File: config.mk
export PLATFORM = sky130hd
export DESIGN_NAME = fmtcvt_unit
export DESIGN_NICKNAME = d
export VERILOG_FILES = /design/src/rtl/fmtcvt_pkg.sv /design/src/rtl/sp_expand.sv /design/src/rtl/sp_compress.sv /design/src/rtl/lw_pack.sv /design/src/rtl/fmtcvt_unit.sv
export SDC_FILE = /design/constraint.sdc
export NUM_CORES = 1
export LEC_CHECK = 0
export ABC_CLOCK_PERIOD_IN_PS = 1700
export BUFFER_PORTS_ARGS = -buffer_cell sky130_fd_sc_hd__buf_2
export CAP_MARGIN = 20
export CORE_UTILIZATION = 45
export CTS_CLUSTER_SIZE = 28
export DETAILED_ROUTE_END_ITERATION = 8
export PLACE_DENSITY = 0.82
export SLEW_MARGIN = 20
export SYNTH_ARGS = -nofsm -noshare
export SYNTH_HDL_FRONTEND = slang
export SYNTH_SLANG_ARGS = --single-unit
File: constraint.sdc
create_clock -name clk -period 1.7 [get_ports clk]
set_clock_uncertainty 0.2 [all_clocks]
set_input_delay 0.34 -clock clk [delete_from_list [all_inputs] [get_ports clk]]
set_output_delay 0.34 -clock clk [all_outputs]
set_load 0.01 [all_outputs]
File: src/rtl/fmtcvt_pkg.sv
package fmtcvt_pkg;
  localparam int REG_W    = 64;
  localparam int MEM_W    = 32;
  localparam int WEXP_W   = 11;
  localparam int NEXP_W   = 8;
  localparam int FRAC_W   = 23;
  localparam int PAD_W    = REG_W - 1 - WEXP_W - FRAC_W;
  localparam int NLOW_W   = NEXP_W - 1;
  localparam int FILL_W   = WEXP_W - NEXP_W;
  localparam int BODY_W   = MEM_W - 2;

  typedef enum logic [1:0] {
    OP_LOAD  = 2'b00,
    OP_STORE = 2'b01,
    OP_PACK  = 2'b10,
    OP_RSVD  = 2'b11
  } cvt_op_e;

  typedef struct packed {
    logic [REG_W-1:0] data;
    logic             iov;
    logic             ine;
  } cvt_res_t;
endpackage

File: src/rtl/sp_expand.sv
module sp_expand
  import fmtcvt_pkg::*;
(
  input  logic [MEM_W-1:0] word_i,
  output logic [REG_W-1:0] reg_o
);
  logic             sgn;
  logic             emsb;
  logic [NLOW_W-1:0] elow;
  logic [FRAC_W-1:0] frac;
  logic [WEXP_W-1:0] wexp;

  assign sgn  = word_i[MEM_W-1];
  assign emsb = word_i[MEM_W-2];
  assign elow = word_i[MEM_W-3 -: NLOW_W];
  assign frac = word_i[FRAC_W-1:0];

  always_comb begin
    if (emsb) begin
      if (&elow) wexp = {WEXP_W{1'b1}};
      else       wexp = {1'b1, {FILL_W{1'b0}}, elow};
    end else begin
      if (|elow) wexp = {1'b0, {FILL_W{1'b1}}, elow};
      else       wexp = '0;
    end
  end

  assign reg_o = {sgn, wexp, frac, {PAD_W{1'b0}}};
endmodule

File: src/rtl/sp_compress.sv
module sp_compress
  import fmtcvt_pkg::*;
(
  input  logic [1:0]        top_i,
  input  logic [BODY_W-1:0] body_i,
  output logic [REG_W-1:0]  reg_o
);
  assign reg_o = {{(REG_W-MEM_W){1'b0}}, top_i, body_i};
endmodule

File: src/rtl/lw_pack.sv
module lw_pack
  import fmtcvt_pkg::*;
(
  input  logic [REG_W-1:0] val_i,
  output logic [REG_W-1:0] reg_o,
  output logic             ovf_o
);
  localparam int GAP_W = REG_W - 2 - BODY_W - PAD_W;

  logic [REG_W-MEM_W:0] upper;

  assign reg_o = {val_i[MEM_W-1 -: 2], {GAP_W{1'b0}}, val_i[BODY_W-1:0], {PAD_W{1'b0}}};
  assign upper = val_i[REG_W-1:MEM_W-1];
  assign ovf_o = !((&upper) || !(|upper));
endmodule

File: src/rtl/fmtcvt_unit.sv
module fmtcvt_unit
  import fmtcvt_pkg::*;
(
  input  logic              clk,
  input  logic              rst_n,
  input  logic              in_valid,
  output logic              in_ready,
  input  logic [1:0]        in_op,
  input  logic [REG_W-1:0]  in_data,
  output logic              out_valid,
  input  logic              out_ready,
  output logic [REG_W-1:0]  out_data,
  output logic              out_iov,
  output logic              out_ine
);
  logic [REG_W-1:0] ld_w, st_w, pk_w;
  logic             pk_ovf;
  cvt_op_e          op;
  cvt_res_t         nxt, cur;
  logic             take;

  sp_expand u_exp (
    .word_i (in_data[MEM_W-1:0]),
    .reg_o  (ld_w)
  );

  sp_compress u_cmp (
    .top_i  (in_data[REG_W-1 -: 2]),
    .body_i (in_data[REG_W-1-1-WEXP_W+NLOW_W -: BODY_W]),
    .reg_o  (st_w)
  );

  lw_pack u_pck (
    .val_i (in_data),
    .reg_o (pk_w),
    .ovf_o (pk_ovf)
  );

  assign op = cvt_op_e'(in_op);

  always_comb begin
    nxt = '0;
    unique case (op)
      OP_LOAD:  nxt.data = ld_w;
      OP_STORE: nxt.data = st_w;
      OP_PACK: begin
        nxt.data = pk_w;
        nxt.iov  = pk_ovf;
        nxt.ine  = pk_ovf;
      end
      default:  nxt = '0;
    endcase
  end

  assign in_ready = !out_valid || out_ready;
  assign take     = in_valid && in_ready;

  always_ff @(posedge clk) begin
    if (!rst_n) begin
      out_valid <= 1'b0;
      cur       <= '0;
    end else begin
      if (take) begin
        cur       <= nxt;
        out_valid <= 1'b1;
      end else if (out_ready) begin
        out_valid <= 1'b0;
      end
    end
  end

  assign out_data = cur.data;
  assign out_iov  = cur.iov;
  assign out_ine  = cur.ine;
endmodule

==> metrics.cfg <==
[drt]
drc=0
route.detailed.wl_per_inst_um=13.6
ant_nets=0
wirelength_um=7210
drtIter0Drc=126
dr.pass1.iters=5
vias=2830
vias_per_cell=5.35

[sta]
hold-worst-slack_ps=97.7
timing.final.crit_share_pct=89.0
hold_violations=0
rsz0062_at_grt=false
min_period_ps=1510
max_clock_freq_ghz=0.661
slew_headroom_pct=71.8
max_slew.worst_pin.slew_ps=419
finalSetupViolCount=0
drv_slew=0

[worst_hold_path]
hp-start=in_data[19]
hold_end=out_data[48]$_SDFFE_PN0P_
min-delay-path-class=in -> reg
min_path_cells=3

[final_layout]
syn2layout_area_growth_pct=35.1
utilization_pct=64.6
n_antenna_cell=0
drive_gt1_share_pct=36.5
layout.cells.non_filler=529
fillCellCount=484
nets=524

[synthesis]
synth.area.top_cells=dfxtp_1, a21boi_0, nand3_1
synth_cell_type_count=28
yosysWarnings=0
ys_seq_elements=64
seq_area_frac_synth_pct=47.5
synth_top_area_share_pct=47.5
syn_area_per_cell_um2=8.38
synthTopCellsByCount=dfxtp_1, nand3_1, a21boi_0, nand2_1
async_flop_share_pct=0
synth_edf_count=0
syn-num-nets=392
synth_most_common_cell=dfxtp_1
synth_top_area_cell=dfxtp_1
synthCells=322
netlist_area_um2=2700
synth_ff_type=dfxtp_1

[die]
dieArea_um2=6310
core_area_um2=5640
die_x_um=79.4
ios=138
rows=27
die_y_um=79.4
initial_core_util_pct=47.8

[global_route]
overflow=0
grt_max_degree=43
antenna_found_initial=0
grtUsageTotal_pct=22.8
grt_pass1_wl_um=11200
grt_pass1_vias=2559

[placement]
dp_cells=515
dp_hpwl_um=5260
place.gp.congestion=0.856
port_buffers=137

[flow_run]
maxCapViolations=0

[clocking]
cts_resized=0
root_buffer=clkbuf_8
htreeDepth=3
clk_latency_ps=310
path_clk_slew_ps=70
cts_tree=done
cts_hold_buf=0
clockBufferDepth=2
cts_setup_buffers=0
cts_buffers=9
clock-sinks=64

[pwr]
ir_drop_mv=0.506
power_density_nw_per_um2=846
finalPower_w=0.00308
p_leak_nw=1.58

[worst_setup_path]
r2r-end=out_data[62]$_SDFFE_PN0P_
r2r_start=out_valid$_SDFFE_PN0P_
critPathArrivalTime_ps=1550
path_class=reg -> reg
startpoint=out_valid$_SDFFE_PN0P_
start_kind=flip-flop
cp_max_fo=17
cp.required_ps=1730
rr_worst_depth=5
worst-r2r-setup-slack_ps=190
endpoint_kind=flip-flop

[run_status]
outcome=complete, no violations

-- metal layers --
layer | part of all wire [%] | vias to the layer above | global-route usage (%)
li1 | - | 1398 | -
met1 | 42 | 1303 | 26.7
met2 | 50 | 117 | 39.3
met3 | 6.3 | 12 | 5.37
met4 | 1.8 | 0 | 10.4
met5 | 0 | - | 0
-- layout by cell type (no fill, tap or decap), drive strengths merged, types with 2 or more instances in the layout --
cell type / n
inv: 2
a221oi: 3
nand4: 8
nand2: 62
nand3: 63
buf: 150
nor4: 10
a21boi: 61
dfxtp: 64
clkbuf: 13
nor3b: 3
nor3: 2
nor2: 5
-- sequential cells by signal (all words and copies together), names as in the netlist --
register and flops:
out_valid 1, out_data 62, out_iov 1
-- how the worst max path moves through the flow --
stage	slack, ps	to
finish	190	out_data[62]$_SDFFE_PN0P_
global route	90	out_data[50]$_SDFFE_PN0P_
CTS	190	out_data[62]$_SDFFE_PN0P_
detailed placement	-30	out_iov$_SDFFE_PN0P_
global placement	30	out_iov$_SDFFE_PN0P_
floorplan	170	out_iov$_SDFFE_PN0P_
-- through the flow --
stage	worst slack [ps]	cell area (um^2)	setup TNS [ps]
2_1_floorplan	169	2700	0
3_3_place_gp	27.5	3490	0
3_5_place_dp	-31.7	3490	-31.7
4_1_cts	185	3640	0
5_1_grt	90.6	3640	0
6_report	186	3640	0
-- layout make-up --
cell class / count / area [um^2] / area share, %
sequential: 64 / 1280 / 35.2
multi-input combinational: 227 / 1280 / 35.1
timing repair buffer: 150 / 833 / 22.9
clock buffer: 13 / 149 / 4.09
tap: 72 / 90.1 / 2.47
inverter: 2 / 7.51 / 0.206
clock inverter: 1 / 5.00 / 0.137
-- kinds of logic (layout without fill, tap and decap cells) --
| group | after synthesis | count (layout) | share of synthesized area, % |
|---|---|---|---|
| and+or+nand+nor | 159 | 159 | 28.4 |
| AOI/OAI and AO/OA | 68 | 68 | 18.8 |
| DFF | 64 | 64 | 47.5 |
| buffers and inverters | 31 | 166 | 5.24 |
-- worst max-delay path, stage by stage (launching register included) --
cell and delay [ps]:
dfxtp_1 320, nand2b_2 130, and2_2 250, buf_4 240, nand3_1 100, a21boi_0 200
-- report_power, final --
part	switching, W	leakage (nW)	total (W)	internal [W]
clock	0.000510	0.0794	0.00106	0.000553
combinational	0.000247	0.983	0.000442	0.000195
sequential	0.0000243	0.521	0.00158	0.00155
No activity file was read; power rests on OpenSTA's default activity.
